File: src/rtl/seg_scr_pkg.sv
package seg_scr_pkg;
  localparam int unsigned ID_W      = 36;
  localparam int unsigned CTX_W     = 20;
  localparam int unsigned USR_SEG_W = 15;
  localparam int unsigned MULT_W    = 28;
  localparam int unsigned MULT_VAL  = 200730139;
  localparam int unsigned PROD_W    = ID_W + MULT_W;

  typedef logic [ID_W-1:0] id_t;

  typedef struct packed {
    logic valid;
    logic err;
    id_t  proto;
  } proto_beat_t;
endpackage

File: src/rtl/seg_proto_former.sv
module seg_proto_former
  import seg_scr_pkg::*;
#(
  parameter int unsigned IDW  = ID_W,
  parameter int unsigned CW   = CTX_W,
  parameter int unsigned USW  = USR_SEG_W
) (
  input  logic           kernel,
  input  logic [CW-1:0]  ctx,
  input  logic [IDW-1:0] esid,
  output logic [IDW-1:0] proto,
  output logic           reserved
);
  localparam int unsigned PAD_W = IDW - CW - USW;

  logic [IDW-1:0] user_proto;

  generate
    if (PAD_W > 0) begin : g_pad
      assign user_proto = {{PAD_W{1'b0}}, ctx, esid[USW-1:0]};
    end else begin : g_nopad
      assign user_proto = {ctx, esid[USW-1:0]};
    end
  endgenerate

  always_comb begin
    proto    = kernel ? esid : user_proto;
    reserved = (proto[IDW-1:IDW-2] == 2'b10) || (&proto);
  end
endmodule

File: src/rtl/seg_mulmod_pipe.sv
module seg_mulmod_pipe
  import seg_scr_pkg::*;
#(
  parameter int unsigned IDW   = ID_W,
  parameter int unsigned MW    = MULT_W,
  parameter int unsigned MVAL  = MULT_VAL
) (
  input  logic           clk,
  input  logic           rst_n,
  input  logic           en,
  input  logic           in_v,
  input  logic           in_err,
  input  logic [IDW-1:0] in_proto,
  output logic           out_v,
  output logic           out_err,
  output logic [IDW-1:0] out_id
);
  localparam int unsigned PW = IDW + MW;
  localparam logic [MW-1:0] MCONST = MW'(MVAL);

  // stage A: full product
  logic          a_v, a_err;
  logic [PW-1:0] a_prod;
  // stage B: folded sum (fits in IDW+1 bits since MW < IDW)
  logic          b_v, b_err;
  logic [IDW:0]  b_fold;
  // end-around correction (combinational into stage C)
  logic [IDW:0]   fold_plus1;
  logic [IDW-1:0] corrected;

  always_comb begin
    fold_plus1 = b_fold + (IDW+1)'(1);
    corrected  = b_fold[IDW-1:0] + IDW'(fold_plus1[IDW]);
  end

  always_ff @(posedge clk) begin
    if (!rst_n) begin
      a_v <= 1'b0; a_err <= 1'b0; a_prod <= '0;
      b_v <= 1'b0; b_err <= 1'b0; b_fold <= '0;
      out_v <= 1'b0; out_err <= 1'b0; out_id <= '0;
    end else if (en) begin
      a_v    <= in_v;
      a_err  <= in_v & in_err;
      a_prod <= {{MW{1'b0}}, in_proto} * {{IDW{1'b0}}, MCONST};
      b_v    <= a_v;
      b_err  <= a_v & a_err;
      b_fold <= {1'b0, a_prod[IDW-1:0]} + (IDW+1)'(a_prod[PW-1:IDW]);
      out_v   <= b_v;
      out_err <= b_v & b_err;
      out_id  <= corrected;
    end
  end

  // folded sum stays below 2^IDW + 2^MW, so one correction step suffices
  a_r1_fold_range: assert property (@(posedge clk) disable iff (!rst_n)
    b_v |-> (b_fold < ((IDW+1)'(1) << IDW) + ((IDW+1)'(1) << MW)));
  // the reserved all-ones value never leaves the pipeline
  a_r5_no_all_ones: assert property (@(posedge clk) disable iff (!rst_n)
    out_v |-> !(&out_id));
endmodule

File: src/rtl/seg_id_scrambler.sv
module seg_id_scrambler
  import seg_scr_pkg::*;
#(
  parameter int unsigned IDW  = ID_W,
  parameter int unsigned CW   = CTX_W,
  parameter int unsigned USW  = USR_SEG_W,
  parameter int unsigned MW   = MULT_W,
  parameter int unsigned MVAL = MULT_VAL
) (
  input  logic           clk,
  input  logic           rst_n,
  input  logic           req_valid,
  output logic           req_ready,
  input  logic           req_kernel,
  input  logic [CW-1:0]  req_ctx,
  input  logic [IDW-1:0] req_esid,
  output logic           rsp_valid,
  input  logic           rsp_ready,
  output logic [IDW-1:0] rsp_id,
  output logic           rsp_err
);
  logic           advance;
  logic [IDW-1:0] f_proto;
  logic           f_res;
  logic           s0_v, s0_err;
  logic [IDW-1:0] s0_proto;

  seg_proto_former #(.IDW(IDW), .CW(CW), .USW(USW)) u_form (
    .kernel   (req_kernel),
    .ctx      (req_ctx),
    .esid     (req_esid),
    .proto    (f_proto),
    .reserved (f_res)
  );

  assign advance   = !rsp_valid || rsp_ready;
  assign req_ready = advance;

  always_ff @(posedge clk) begin
    if (!rst_n) begin
      s0_v <= 1'b0; s0_err <= 1'b0; s0_proto <= '0;
    end else if (advance) begin
      s0_v     <= req_valid;
      s0_err   <= req_valid & f_res;
      s0_proto <= f_proto;
    end
  end

  seg_mulmod_pipe #(.IDW(IDW), .MW(MW), .MVAL(MVAL)) u_mm (
    .clk      (clk),
    .rst_n    (rst_n),
    .en       (advance),
    .in_v     (s0_v),
    .in_err   (s0_err),
    .in_proto (s0_proto),
    .out_v    (rsp_valid),
    .out_err  (rsp_err),
    .out_id   (rsp_id)
  );

  // stalled result is held
  a_r6_hold_on_stall: assert property (@(posedge clk) disable iff (!rst_n)
    (rsp_valid && !rsp_ready) |=> (rsp_valid && $stable(rsp_id) && $stable(rsp_err)));
  // an empty output never blocks the input
  a_r7_ready_when_empty: assert property (@(posedge clk) disable iff (!rst_n)
    !rsp_valid |-> req_ready);
  // error flag only accompanies a valid result
  a_r4_err_needs_valid: assert property (@(posedge clk) disable iff (!rst_n)
    rsp_err |-> rsp_valid);
  // a user request can never be reserved
  a_r4_user_clean: assert property (@(posedge clk) disable iff (!rst_n)
    (req_valid && !req_kernel) |-> !f_res);
endmodule

File: config.mk
export PLATFORM = sky130hd
export DESIGN_NAME = seg_id_scrambler
export DESIGN_NICKNAME = d
export VERILOG_FILES = /design/src/rtl/seg_scr_pkg.sv /design/src/rtl/seg_proto_former.sv /design/src/rtl/seg_mulmod_pipe.sv /design/src/rtl/seg_id_scrambler.sv
export SDC_FILE = /design/constraint.sdc
export NUM_CORES = 2
export LEC_CHECK = 0
export ABC_AREA = 1
export BUFFER_PORTS_ARGS = -buffer_cell sky130_fd_sc_hd__buf_2
export CAP_MARGIN = 20
export CORE_UTILIZATION = 40
export CTS_CLUSTER_DIAMETER = 80
export DETAILED_ROUTE_END_ITERATION = 8
export GPL_TIMING_DRIVEN = 1
export SLEW_MARGIN = 25
export SYNTH_ARGS = -nofsm -noshare
export SYNTH_HDL_FRONTEND = slang
export SYNTH_SLANG_ARGS = --single-unit
File: constraint.sdc
create_clock -name clk -period 6.9 [get_ports clk]
set_input_delay 1.38 -clock clk [delete_from_list [all_inputs] [get_ports clk]]
set_output_delay 1.38 -clock clk [all_outputs]
set_load 0.03 [all_outputs]
# Word-level counts from Yosys, hierarchy flattened
# Index checks and enable logic that the tools add are counted.
# Widths: inputs -> output; s select.
[word_totals] ff_bits=181 latchBits=0 mem_bits_rw=0 rom_bits=0 in_bits=61 out_inout_bits=39 elab_cells=26 memories=0
[op_classes] n_addsub=3 n_mul=1 div_mod_pow=0 magnitude_cmp=0 eq_ne=1 shifts=0 mux=1 n_bitwise=4 reduce_logical=4
[op_table] operator="$mul 36x28->64 const B" count=1
[op_table] operator="$add 36x28->37" count=1
[op_table] operator="$add 37x1->37 const B" count=1
[op_table] operator="$add 36x1->36" count=1
[op_table] operator="$mux 36" count=1
[op_table] operator="$reduce_and 36->1" count=1
[op_table] operator="$and 1x1->1" count=4
[op_table] operator="$eq 2x2->1 const B" count=1
[op_table] operator="$logic_or 1x1->1" count=2
[op_table] operator="$logic_not 1->1" count=1

# Logic depth before layout (Yosys ltp)
[depth] depth_word=4 depth_mapped=29

# Hierarchy
# A second synthesis with hierarchy kept.
[unflattened] hier_cells=4313 hier_area_um2=31841.8
[modules_own_cells] mod="seg_mulmod_pipe" instances=1 cells_per_inst=3950 area_per_inst_um2=29662.2 seq_area_each_um2=2862.7
[modules_own_cells] mod="seg_id_scrambler" instances=1 cells_per_inst=250 area_per_inst_um2=1651.6 seq_area_each_um2=760.7
[modules_own_cells] mod="seg_proto_former" instances=1 cells_per_inst=113 area_per_inst_um2=528.0 seq_area_each_um2=0.0

# Worst setup path after synthesis
# Ideal clock, no wire load.
[synth_path] path_kind="register to register" start="register s0_proto[13]" end="register u_mm.a_prod[62]" setup_ns=0.109 arrival_ns=5.696 path_slack_ns=1.095 stages_incl_launch_ff=24 n_path_buf=0 period_less_slack_ns=5.805 cell_sequence="dfxtp_1 inv_1 fa_1 inv_1 fa_1 fa_1 fa_1 fa_1 fa_1 inv_1 fa_1 inv_1 ha_1 nand2_1 nor2_2 inv_2 nor3_2 nand2_1 nor3_1 nand2_1 nand3_1 nand3_1 nand2_1 inv_1"
[synth_between] elab_chain_len=1
[synth_lines] item="start, declared" line_no="seg_id_scrambler.sv:26" rtl="logic [IDW-1:0] s0_proto;"
[synth_lines] item="start signal, assigned" line_no="seg_id_scrambler.sv:45" rtl="s0_proto <= f_proto;"
[synth_lines] item="$mul 36x28->64" line_no="seg_mulmod_pipe.sv:44" rtl="a_prod <= {{MW{1'b0}}, in_proto} * {{IDW{1'b0}}, MCONST};"
[synth_lines] item="end signal, assigned" line_no="seg_mulmod_pipe.sv:44"
[synth_lines] item="end, declared" line_no="seg_mulmod_pipe.sv:23" rtl="logic [PW-1:0] a_prod;"
# No other way between the ends.
# A chain may end at the register's enable or synchronous reset.

# Final worst setup path
[layout_path] start="register s0_proto[13]" end="register u_mm.a_prod[52]"
# Same word-level chain as after synthesis.

==> parameters.txt <==
Parameter                              Value

Status
  Status    complete, no violations

Clock network
  Root cell of the clock tree    sky130_fd_sc_hd__clkbuf_16
  Total clock sinks    181
  Cts hold-fix bufs    0
  Clock tree from TritonCTS    done
  Skew-Pair Late Insertion Delay    0.51 ns
  Total of cells resized after clock tree synthesis    0
  Htree depth    4
  TritonCTS Buffers    17
  Clock tree buffer depth    2
  Post-CTS Setup Bufs    0
  Clock transition at the registers of the reported paths    0.09 ns

Placed design
  DP HPWL    87,200 um
  Routability congestion estimate from global placement    1.01
  Count of buffers from port buffering    99

Route
  Residual antenna-violating net count after detailed routing    0
  Violation count after the first detailed-route iteration    2,287
  DR pass1 iterations    6
  Detailed-route DRC error count    0
  Final WL    100,000 um
  Vias per Instance    4.91
  Drt wl/cell    19.1 um
  Total number of vias    25.8k

Global routing
  All-layer global routing usage    26.6%
  Pin count of the biggest net entering global routing    143
  Wire length of the first global-routing pass    157,000 um
  Via count of the first global-routing pass    26.0k
  Number of antenna violations at the first check in global routing    2
  Residual overflow from global routing    0

Final layout
  Net count of the finished layout    5,143
  Area occupied by multi-input gates    22,800 um2
  Fraction of layout instances using a drive strength above 1    6.16%
  Flip-flop and latch area    3620 um2
  Layout fillers    8,016
  Commonest non-fill, non-tap cell in the layout    sky130_fd_sc_hd__inv_1
  Synthesis-to-layout area growth    8.45%
  Ant diodes    0
  Top library cells by usage in the layout, fill and taps aside    sky130_fd_sc_hd__inv_1, sky130_fd_sc_hd__nand2_1, sky130_fd_sc_hd__fa_1, sky130_fd_sc_hd__ha_1, sky130_fd_sc_hd__nor2_1

Setup path
  Delay of the slowest critical-path stage    0.63 ns
  Crit-path max FO    5
  Worst setup path startpoint    s0_proto[13]$_SDFFE_PN0P_
  Cell type of the slowest stage on the worst timing path    sky130_fd_sc_hd__fa_1
  Worst path cell trace    inv_1 > fa_1 > inv_1 > fa_1 > fa_1 > fa_1 > fa_1 > fa_1 > inv_1 > fa_1 > inv_1 > ha_1 > nand2_1 > nor2_1 > nand2_1 > nor2_1 > nand3_1 > nand4_1 > nand3_1 > nand2_1 > inv_1
  Crit start category    flip-flop
  Crit-path leading delay family    adder cells
  Critical path buffer and inverter count    5
  Crit path required time    7.31 ns
  Most prevalent standard cell on the critical path    sky130_fd_sc_hd__fa_1
  Data arrival at the endpoint of the critical path    7.11 ns
  Startpoint of the worst register-to-register path    s0_proto[13]$_SDFFE_PN0P_
  Worst setup path category    flip-flop to flip-flop
  Critical path endpoint category    flip-flop

Floorplan
  Top-Level Pins    100
  Die width    282 um
  Core Area    77,500 um2
  Die Outline Area    79,300 um2
  Chip height    282 um
  Row count    102
  Initial core utilization    40.4%

Worst hold path
  Tightest Hold Check Type    flip-flop to flip-flop
  Startpoint of the most critical hold path    u_mm.a_err$_SDFFE_PN0P_

Synthesis
  Count of synthesis-stage warnings from yosys    0
  Post-Synth Simple-Gate Area    16.9%
  Synthesized area    31,300 um2
  Net count after synthesis    5,027
  Complex-gate fraction of the synthesized area    7.48%
  Number of instances in the synthesized netlist    4,094
  Mux contribution to synthesized area    0.128%
  Post-synth top flop    sky130_fd_sc_hd__dfxtp_1
  Share of synthesized area occupied by flip-flops and latches    11.6%
  Post-synthesis average cell area    7.64 um2
  Adder and majority cell fraction of the synthesized area    46.6%
  XOR/XNOR Fraction of Synth Area    1.76%
  Number of distinct standard cells referenced by the synthesized netlist    47
  Flops & latches, synth    181
  Largest family of logic cells by synthesized area    adder cells
  Number of flops mapped to enable cells by yosys    0
  Asr flop ratio synth    0%

Timing
  Final Hold Violating Endpoints    0
  Final-report setup violation count    0
  Max Transition Viols Final    0
  Transition time of the tightest slew-check pin    1.01 ns
  Unrepaired setup endpoints after global routing    no
  Final period utilization    97.0%
  Worst-case clock skew    0.0235 ns
  Setup tns final    0 ns
  Time the worst path needs with I/O delays and setup    6.69 ns
  Highest attainable clock frequency    149 MHz
  Headroom to the max-slew limit    32.6%

Flow run
  Number of violations of the max-capacitance limit    0
[routing by layer]
layer / vias up / GRT usage, % / part of all wire (%)
met3: 80 / 4.32 / 7.5
met4: 0 / 5.81 / 1.8
met2: 802 / 40.9 / 43
met1: 12500 / 39.1 / 48
li1: 12400 / - / -
met5: - / 0 / 0
[metrics by stage]
step / cell area, um2 / hold slack [ns] / util [%] / cells / setup WS (ns)
floorplan: 31300 / 0.446 / - / 4094 / 1.10
CTS: 33900 / 0.471 / 43.8 / 5263 / 0.291
detailed placement: 33300 / 0.460 / 43.0 / 5231 / 0.350
global route: 33900 / 0.497 / 43.8 / 5263 / 0.0338
finish: 33900 / 0.470 / 43.8 / 5263 / 0.205
global placement: 33300 / 0.451 / 43.0 / 5231 / 0.253
[cell usage after synthesis, types with 2 or more instances]
master / number / area share, %
sky130_fd_sc_hd__a211oi_1: 3 / 0.072
sky130_fd_sc_hd__or2_2: 9 / 0.18
sky130_fd_sc_hd__o21a_1: 2 / 0.048
sky130_fd_sc_hd__o21ai_0: 173 / 2.8
sky130_fd_sc_hd__or2_1: 5 / 0.10
sky130_fd_sc_hd__buf_1: 6 / 0.072
sky130_fd_sc_hd__inv_2: 26 / 0.31
sky130_fd_sc_hd__o211ai_1: 20 / 0.48
sky130_fd_sc_hd__and2_1: 6 / 0.12
sky130_fd_sc_hd__nand3b_1: 3 / 0.072
sky130_fd_sc_hd__nor4_1: 10 / 0.20
sky130_fd_sc_hd__clkinv_1: 3 / 0.036
sky130_fd_sc_hd__nor2_2: 7 / 0.14
sky130_fd_sc_hd__nor3_2: 5 / 0.16
sky130_fd_sc_hd__or2_0: 3 / 0.060
sky130_fd_sc_hd__ha_1: 382 / 15
sky130_fd_sc_hd__xnor2_1: 21 / 0.59
sky130_fd_sc_hd__nor3_1: 16 / 0.26
sky130_fd_sc_hd__nor4_2: 2 / 0.080
sky130_fd_sc_hd__fa_1: 490 / 31
sky130_fd_sc_hd__nor2_1: 238 / 2.9
sky130_fd_sc_hd__mux2i_1: 4 / 0.13
sky130_fd_sc_hd__clkbuf_1: 49 / 0.59
sky130_fd_sc_hd__o21bai_1: 70 / 1.7
sky130_fd_sc_hd__nand3_1: 143 / 2.3
sky130_fd_sc_hd__nand4_1: 25 / 0.50
sky130_fd_sc_hd__a21oi_1: 126 / 2.0
sky130_fd_sc_hd__nand2_1: 780 / 9.4
sky130_fd_sc_hd__inv_1: 1197 / 14
sky130_fd_sc_hd__xor2_1: 42 / 1.2
sky130_fd_sc_hd__nand2_2: 3 / 0.060
sky130_fd_sc_hd__dfxtp_1: 181 / 12
sky130_fd_sc_hd__buf_2: 6 / 0.096
sky130_fd_sc_hd__o21ai_1: 16 / 0.26
sky130_fd_sc_hd__nor2_4: 2 / 0.072
sky130_fd_sc_hd__nand3_2: 9 / 0.29
[worst min-delay path, stage by stage (launching register included)]
cell,delay (ns)
sky130_fd_sc_hd__dfxtp_1,0.31
sky130_fd_sc_hd__nand2_1,0.06
sky130_fd_sc_hd__a21oi_1,0.05
[flip-flops by register name, indices dropped and copies added (netlist names)]
register      cells
u_mm.a_prod      64
u_mm.b_fold      37
s0_proto         36
u_mm.out_id      36
s0_err            1
s0_v              1
u_mm.a_err        1
u_mm.a_v          1
u_mm.b_err        1
u_mm.b_v          1
u_mm.out_err      1
u_mm.out_v        1
[area by class of cell]
| type | instances | area share [%] |
|---|---|---|
| clock buffers | 18 | 1.26 |
| clock inverters | 14 | 0.542 |
| inverters | 1226 | 13.6 |
| multi-input cells | 2625 | 67.3 |
| flip-flops and latches | 181 | 10.7 |
| well taps | 1040 | 3.83 |
| repair buffers | 159 | 2.83 |
[cell families after synthesis]
group | count (synthesis)
AOI/OAI and AO/OA | 416
xor gates and xnor gates | 63
adders and majority gates | 872
buffers and inverters | 1288
DFF | 181
muxes | 4
and+or+nand+nor | 1270
[final timing paths]
path | end | slack (ns) | cells past startpoint
setup reg to reg | u_mm.a_prod[52]$_SDFFE_PN0P_ | 0.21 | 21
setup / recovery | u_mm.a_prod[52]$_SDFFE_PN0P_ | 0.21 | 21
hold reg to reg | u_mm.a_err$_SDFFE_PN0P_ | 0.47 | 2
hold / removal | u_mm.a_err$_SDFFE_PN0P_ | 0.47 | 2
Power is left out: the tool's default activity adds up to more than one toggle a clock period on the data nets, which glitch-free logic cannot reach.
